[src/rtl/wake_pkg.sv]
package wake_pkg;
    typedef enum logic [1:0] {
        REG_POL  = 2'd0,
        REG_STAT = 2'd1,
        REG_ENAB = 2'd2,
        REG_DUAL = 2'd3
    } wake_reg_e;
endpackage

[src/rtl/wake_sync.sv]
module wake_sync #(
    parameter int W = 8
) (
    input  logic         clk_i,
    input  logic         rst_ni,
    input  logic [W-1:0] pin_i,
    output logic [W-1:0] cur_o,
    output logic [W-1:0] prev_o
);
    logic [W-1:0] meta_q;
    logic [W-1:0] cur_q;
    logic [W-1:0] prev_q;

    always_ff @(posedge clk_i or negedge rst_ni) begin
        if (!rst_ni) begin
            meta_q <= '0;
            cur_q  <= '0;
            prev_q <= '0;
        end else begin
            meta_q <= pin_i;
            cur_q  <= meta_q;
            prev_q <= cur_q;
        end
    end

    assign cur_o  = cur_q;
    assign prev_o = prev_q;
endmodule

[src/rtl/wake_edge_sel.sv]
module wake_edge_sel #(
    parameter int W = 8
) (
    input  logic [W-1:0] cur_i,
    input  logic [W-1:0] prev_i,
    input  logic [W-1:0] pol_i,
    input  logic [W-1:0] dual_i,
    output logic [W-1:0] evt_o
);
    for (genvar g = 0; g < W; g++) begin : g_pin
        logic rise;
        logic fall;
        assign rise = cur_i[g] & ~prev_i[g];
        assign fall = ~cur_i[g] & prev_i[g];
        always_comb begin
            if (dual_i[g])     evt_o[g] = rise | fall;
            else if (pol_i[g]) evt_o[g] = fall;
            else               evt_o[g] = rise;
        end
    end
endmodule

[src/rtl/wake_regs.sv]
module wake_regs
    import wake_pkg::*;
#(
    parameter int W          = 8,
    parameter bit HAS_ENABLE = 1'b1
) (
    input  logic         clk_i,
    input  logic         rst_ni,
    input  logic [1:0]   addr_i,
    input  logic         wr_en_i,
    input  logic         rd_en_i,
    input  logic [W-1:0] wdata_i,
    input  logic [W-1:0] evt_i,
    output logic [W-1:0] rdata_o,
    output logic [W-1:0] pol_o,
    output logic [W-1:0] dual_o,
    output logic [W-1:0] status_o,
    output logic [W-1:0] enable_o
);
    wake_reg_e    sel;
    logic [W-1:0] pol_q;
    logic [W-1:0] dual_q;
    logic [W-1:0] stat_q;
    logic [W-1:0] stat_d;
    logic [W-1:0] clr_mask;
    logic [W-1:0] rdata_q;
    logic [W-1:0] rd_mux;

    assign sel = wake_reg_e'(addr_i);

    always_ff @(posedge clk_i or negedge rst_ni) begin
        if (!rst_ni) begin
            pol_q  <= '0;
            dual_q <= '0;
        end else if (wr_en_i) begin
            if (sel == REG_POL)  pol_q  <= wdata_i;
            if (sel == REG_DUAL) dual_q <= wdata_i;
        end
    end

    // Write-one-to-clear; a fresh event overrides the clear (set wins).
    assign clr_mask = (wr_en_i && sel == REG_STAT) ? wdata_i : '0;
    assign stat_d   = (stat_q & ~clr_mask) | evt_i;

    always_ff @(posedge clk_i or negedge rst_ni) begin
        if (!rst_ni) stat_q <= '0;
        else         stat_q <= stat_d;
    end

    if (HAS_ENABLE) begin : g_enab
        logic [W-1:0] enab_q;
        always_ff @(posedge clk_i or negedge rst_ni) begin
            if (!rst_ni)                          enab_q <= '0;
            else if (wr_en_i && sel == REG_ENAB)  enab_q <= wdata_i;
        end
        assign enable_o = enab_q;
    end else begin : g_no_enab
        assign enable_o = '1;
    end

    always_comb begin
        unique case (sel)
            REG_POL:  rd_mux = pol_q;
            REG_STAT: rd_mux = stat_q;
            REG_ENAB: rd_mux = enable_o;
            REG_DUAL: rd_mux = dual_q;
            default:  rd_mux = '0;
        endcase
    end

    always_ff @(posedge clk_i or negedge rst_ni) begin
        if (!rst_ni)      rdata_q <= '0;
        else if (rd_en_i) rdata_q <= rd_mux;
    end

    assign rdata_o  = rdata_q;
    assign pol_o    = pol_q;
    assign dual_o   = dual_q;
    assign status_o = stat_q;

    // bits written with 1 and not hit by an event read 0 afterwards
    a_r5_w1c_clear: assert property (@(posedge clk_i) disable iff (!rst_ni)
        (wr_en_i && sel == REG_STAT) |=> ((stat_q & $past(wdata_i & ~evt_i)) == '0));

    // an event always leaves its status bit set, even under a clear
    a_r6_set_wins: assert property (@(posedge clk_i) disable iff (!rst_ni)
        (evt_i != '0) |=> ((stat_q & $past(evt_i)) == $past(evt_i)));

    // a status bit only rises because an event was seen
    a_r2_rise_needs_event: assert property (@(posedge clk_i) disable iff (!rst_ni)
        (stat_q != $past(stat_q)) |-> ((stat_q & ~$past(stat_q) & ~$past(evt_i)) == '0));

    // read data holds while no read is strobed
    a_r9_rdata_hold: assert property (@(posedge clk_i) disable iff (!rst_ni)
        !rd_en_i |=> $stable(rdata_q));

    if (!HAS_ENABLE) begin : g_chk_noen
        // the absent enable register reads all ones
        a_r8_absent_reads_ones: assert property (@(posedge clk_i) disable iff (!rst_ni)
            (rd_en_i && sel == REG_ENAB) |=> (rdata_q == '1));
    end
endmodule

[src/rtl/wake_edge_ctrl.sv]
module wake_edge_ctrl #(
    parameter int W          = 8,
    parameter bit HAS_ENABLE = 1'b1
) (
    input  logic         clk_i,
    input  logic         rst_ni,
    input  logic [W-1:0] pin_i,
    input  logic [1:0]   addr_i,
    input  logic         wr_en_i,
    input  logic         rd_en_i,
    input  logic [W-1:0] wdata_i,
    output logic [W-1:0] rdata_o,
    output logic         irq_o
);
    logic [W-1:0] cur;
    logic [W-1:0] prev;
    logic [W-1:0] pol;
    logic [W-1:0] dual;
    logic [W-1:0] evt;
    logic [W-1:0] status;
    logic [W-1:0] enable;

    wake_sync #(.W(W)) u_sync (
        .clk_i  (clk_i),
        .rst_ni (rst_ni),
        .pin_i  (pin_i),
        .cur_o  (cur),
        .prev_o (prev)
    );

    wake_edge_sel #(.W(W)) u_edge (
        .cur_i  (cur),
        .prev_i (prev),
        .pol_i  (pol),
        .dual_i (dual),
        .evt_o  (evt)
    );

    wake_regs #(.W(W), .HAS_ENABLE(HAS_ENABLE)) u_regs (
        .clk_i    (clk_i),
        .rst_ni   (rst_ni),
        .addr_i   (addr_i),
        .wr_en_i  (wr_en_i),
        .rd_en_i  (rd_en_i),
        .wdata_i  (wdata_i),
        .evt_i    (evt),
        .rdata_o  (rdata_o),
        .pol_o    (pol),
        .dual_o   (dual),
        .status_o (status),
        .enable_o (enable)
    );

    assign irq_o = |(status & enable);

    // the interrupt never fires with no latched status
    a_r7_irq_needs_status: assert property (@(posedge clk_i) disable iff (!rst_ni)
        (status == '0) |-> !irq_o);

    // no event reaches status without a synchronized change
    a_r10_event_needs_change: assert property (@(posedge clk_i) disable iff (!rst_ni)
        (evt != '0) |-> (cur != prev));
endmodule

[config.mk]
export PLATFORM = sky130hd
export DESIGN_NAME = wake_edge_ctrl
export DESIGN_NICKNAME = d
export VERILOG_FILES = /design/src/rtl/wake_pkg.sv /design/src/rtl/wake_sync.sv /design/src/rtl/wake_edge_sel.sv /design/src/rtl/wake_regs.sv /design/src/rtl/wake_edge_ctrl.sv
export SDC_FILE = /design/constraint.sdc
export NUM_CORES = 1
export LEC_CHECK = 0
export CAP_MARGIN = 10
export CELL_PAD_IN_SITES_DETAIL_PLACEMENT = 0
export CELL_PAD_IN_SITES_GLOBAL_PLACEMENT = 2
export CORE_MARGIN = 2
export CORE_UTILIZATION = 39
export CTS_CLUSTER_DIAMETER = 80
export DETAILED_ROUTE_END_ITERATION = 10
export PLACE_DENSITY = 0.88
export SYNTH_ARGS = -nofsm -noshare
export SYNTH_HDL_FRONTEND = slang
export SYNTH_SLANG_ARGS = --single-unit
[constraint.sdc]
create_clock -name clk_i -period 1.4 [get_ports clk_i]
set_clock_uncertainty 0.1 [all_clocks]
set_input_delay 0.42 -clock clk_i [delete_from_list [all_inputs] [get_ports clk_i]]
set_output_delay 0.42 -clock clk_i [all_outputs]
set_load 0.01 [all_outputs]
# Word level (Yosys, flattened, before mapping)
# Cells that the tools add are included.
[classes]
n_mux = 18
eq_ne = 3
n_bitwise = 44
n_reduce_logical = 6
[ops]
columns = ["op", "count"]
rows = [
  ["$pmux W8 S4", 1],
  ["$and A1 B1 Y1", 16],
  ["$and A8 B8 Y8", 2],
  ["$mux W1", 16],
  ["$not A1 Y1", 16],
  ["$mux W8", 1],
  ["$not A8 Y8", 1],
  ["$or A1 B1 Y1", 8],
  ["$or A8 B8 Y8", 1],
  ["$reduce_or A8 Y1", 1],
  ["$eq A2 B2 Y1 const B", 2],
  ["$reduce_and A2 Y1", 2],
  ["$eq A2 B1 Y1 const B", 1],
  ["$logic_and A1 B1 Y1", 2],
  ["$logic_not A2 Y1", 1],
]
[totals]
regBits = 64
out_inout_bits = 9
in_bits = 22

# Logic depth before layout (Yosys ltp)
[logic_depth]
word_depth = 6
ltp_mapped = 4

# Cells and area by module
# From an unflattened synthesis, not the netlist that was laid out.
[hier_totals]
hier_cells = 200
area_unflattened_um2 = 2836.5
[modules_own_cells]
columns = ["mod", "cells_each", "n_inst", "area_per_inst_um2"]
rows = [
  ["wake_regs", 123, 1, 1779.2],
  ["wake_sync", 24, 1, 600.6],
  ["wake_edge_sel", 48, 1, 420.4],
  ["wake_edge_ctrl", 5, 1, 36.3],
]

# Least setup slack after synthesis
# Ideal clock, no wire load.
[synth_path]
path_kind = "in2reg"
startpoint = "input port addr_i[0]"
endpoint = "register u_regs.pol_q[0], in the netlist u_regs.pol_o[0]"
path_buffers = 1
setup_slack_ps = -47
arrival_time_ps = 1222
required_time_ps = 1175
path_stages = 3
setup_ps = 125
path_cell_list = "buf_6 > nor3b_4 > mux2_2"
[synth_via]
elab_chain_cells = 2
[synth_lines]
columns = ["item", "line", "rtl"]
rows = [
  ["from (decl)", "wake_edge_ctrl.sv:8", "input logic [1:0] addr_i,"],
  ["$logic_not A2 Y1", "wake_regs.sv:36", "if (sel == REG_POL) pol_q <= wdata_i;"],
  ["$reduce_and A2 Y1 (no source line)", "--", ""],
  ["to (signal assigned)", "wake_regs.sv:36", ""],
  ["to (decl)", "wake_regs.sv:21", "logic [W-1:0] pol_q;"],
]
# No other way between the ends.
# A chain may end at the register's enable or synchronous reset.

# Final worst setup path
[layout_path]
startpoint = "register u_regs.stat_q[2], in the netlist u_regs.status_o[2]"
endpoint = "output port irq_o"
[layout_via]
elab_chain_cells = 2
[layout_lines]
columns = ["item", "line", "rtl"]
rows = [
  ["from (decl)", "wake_regs.sv:23", "logic [W-1:0] stat_q;"],
  ["from (signal assigned)", "wake_regs.sv:47", "else stat_q <= stat_d;"],
  ["$and A8 B8 Y8", "wake_edge_ctrl.sv:54", "assign irq_o = |(status & enable);"],
  ["$reduce_or A8 Y1", "wake_edge_ctrl.sv:54", ""],
  ["to (decl)", "wake_edge_ctrl.sv:13", "output logic irq_o"],
]
# No other way between the ends.

==> impl_metrics.ini <==
[outcome]
outcome = finished, violations left
violations = negative setup slack

[worst_setup_path]
critical_path.max_fanout = 2
cp.arrival_ns = 1.23
path_cells = a22oi_2 > nand4_1 > buf_2
setup.worst_path.end_class = output port
cp_top_family = flip-flops
cpPeakStageDelay_ns = 0.39
path_class = register to output port
crit_slowest_cell = dfrtp_1
crit_buf_inv = 1
cp.required_ns = 0.88
worstSetupStartpointType = register

[place]
dpl.hpwl_um = 3920
place_inst = 369
postPlaceCellArea_mm2 = 0.00354
preCtsSetupSlack_ns = -0.584
gp_congestion = 0.827
io_buffers = 30

[logic_synthesis]
synth_fp_nets = 246
synth_edf_count = 0
synth_top_area_share_pct = 55.8
synth_warnings = 0
ys.flop_type = dfrtp_1
async_flop_share_pct = 100
synth_most_common_cell = dfrtp_1
netlist_top_cells_count = 64 x dfrtp_1, 24 x inv_1, 24 x mux2_2, 24 x mux2i_1, 17 x nand2b_1
synth_seq_area_share_pct = 55.8
netlist_instances = 208
synth_area_per_cell_um2 = 13.8
ys_ff_latch = 64
synth.area.top_cells = dfrtp_1 56%, mux2_2 9.4%, mux2i_1 8.4%
synth_top_area_cell = dfrtp_1
synth_cell_types = 18
synth_area_mm2 = 0.00287

[cts]
clk_path_buf_depth = 2
cts.sinks = 64
clk_pin_slew_ns = 0.07
clock-root-buffer = clkbuf_8
cts_buffers = 9
cts_tree = done
cts_htree_levels = 3
insertion_delay_ns = 0.33

[drt]
viasPerCell = 4.80
drt_wl_total_um = 5760
drt_iter0_markers = 64
vias = 1909
ant_nets = 0
avgRoutedWirePerCell_um = 14.5
drt_pass1_iterations = 4
drcViolationCount = 0

[timing]
slew_viol_final = 0
min_period_ns = 1.75
setup_viol = 1
worstMarginPinSlew_ns = 0.339
max_slew_margin_pct = 77.4
final-hold-violation-count = 0
rsz0062_at_grt = true
post-route-period-util_pct = 125
fin_ws_ns = -0.351
fmax_mhz = 571

[floorplan]
dieHeight_um = 89.8
initial_utilization_pct = 40.0
die-area_mm2 = 0.00806
core_area_mm2 = 0.00718
num_rows = 31
io_pins = 31
dieWidth_um = 89.8

[finish]
drive_gt1_share_pct = 38.8
antenna_cells = 0
final_area_mm2 = 0.00382
fin_util_pct = 53.2
nets = 332
layoutNonFillerInstCount = 398
fill_cells = 623
areaGrowthSynthToFinish_pct = 33.1

[global_route]
grt_pass1_wl_um = 9870
grt.overflow.total = 0
grt.total_usage_pct = 15.8
grt_pass1_vias = 2039
antenna_found_initial = 0
grt_max_degree = 65

[power]
ir_drop_v = 0.000549
powerDensity_mw_per_mm2 = 1250
leakage_nw = 1.87

[flow_run]
max-cap-violations = 0

[hold_path]
hp-class = register to register
[registers in the layout, indices dropped and copies added (netlist names)]
| name | cells |
|---|---|
| u_regs.dual_o | 8 |
| u_regs.enable_o | 8 |
| u_regs.pol_o | 8 |
| u_regs.rdata_o | 8 |
| u_regs.status_o | 8 |
| u_sync.cur_o | 8 |
| u_sync.meta_q | 8 |
| u_sync.prev_o | 8 |
[area by class of cell]
class	count	area (um^2)	area share (%)
Sequential cell	64	1600	41.9
Multi-Input combinational cell	114	1160	30.3
Timing Repair Buffer	81	647	16.9
Clock buffer	13	159	4.16
Tap cell	99	124	3.24
Inverter	24	90.1	2.36
Clock inverter	3	40.0	1.05
[placed cells by master (no fill, tap or decap), types with 2 or more instances in the layout]
cell	Yosys	final
o221ai_1	16	16
dfrtp_1	64	64
clkbuf_2	0	2
mux2_2	24	24
clkinv_2	0	2
a22oi_2	0	4
clkdlybuf4s50_1	0	17
buf_6	3	2
buf_4	1	48
nand2b_1	17	17
inv_1	24	24
mux2i_1	24	24
and4b_2	8	8
buf_2	1	9
clkbuf_1	1	2
clkbuf_8	0	11
ha_1	16	16
[what timing repair did]
action / in CTS / in global routing
pin swaps: 2 / 3
hold endpoints to repair: 15 / 0
hold buffers: 1 / 0
setup buffers: 5 / 7
endpoints found under the setup margin: 49 / 17
resized for setup: 44 / 7
[logic make-up (layout without fill, tap and decap cells)]
kind of cell / after synthesis / count (layout) / share of synthesized area, %
muxes: 48 / 48 / 17.8
DFF: 64 / 64 / 55.8
adders and majority gates: 16 / 16 / 6.98
buffers and inverters: 30 / 121 / 4.88
AOI/OAI and AO/OA: 20 / 20 / 5.93
and+or+nand+nor: 30 / 30 / 8.59
[path summary, 6_finish.rpt]
check / start / endpoint / slack (ns) / cells after the start
min in group asynchronous: rst_ni / u_sync.meta_q[1] / 0.53 / 3
min: u_sync.meta_q[1] / u_sync.cur_o[1] / 0.25 / 0
min reg2reg: u_sync.meta_q[1] / u_sync.cur_o[1] / 0.25 / 0
max in group asynchronous: rst_ni / u_regs.pol_o[6] / 0.39 / 3
max: u_regs.status_o[2] / irq_o / -0.35 / 3
max reg2reg: u_regs.rdata_o[5] / u_regs.rdata_o[5] / 0.27 / 5
[stage by stage]
step	TNS [ns]	hold WS [ns]	power, mW
floorplan	-0.378	0.0244	2.69
CTS	-0.371	0.253	4.79
finish	-0.351	0.248	4.79
global route	-0.531	0.256	5.09
detailed placement	-21.67	0.236	3.17
global placement	-20.30	0.233	3.15
[worst reg2reg max path: cells and delay by family, from the launching register on]
family	cells	cell delay (ns)
AND/OR/NAND/NOR	1	0.06
flip-flops	1	0.37
buffers and inverters	3	0.37
AO/OA/AOI/OAI	1	0.11
[per-layer routing]
metal  GRT usage [%]  wire, um
met1            20.6      2650
met3            4.27       224
met5               0         0
met4            7.56       100
met2            24.5      2790
[power by group]
part | leakage (nW) | switching, mW | internal (mW)
clock | 0.103 | 0.672 | 0.916
sequential | 0.737 | 0.189 | 2.09
combinational | 1.03 | 0.353 | 0.572
total | 1.87 | 1.21 | 3.58
(Power assumes the default switching activity.)
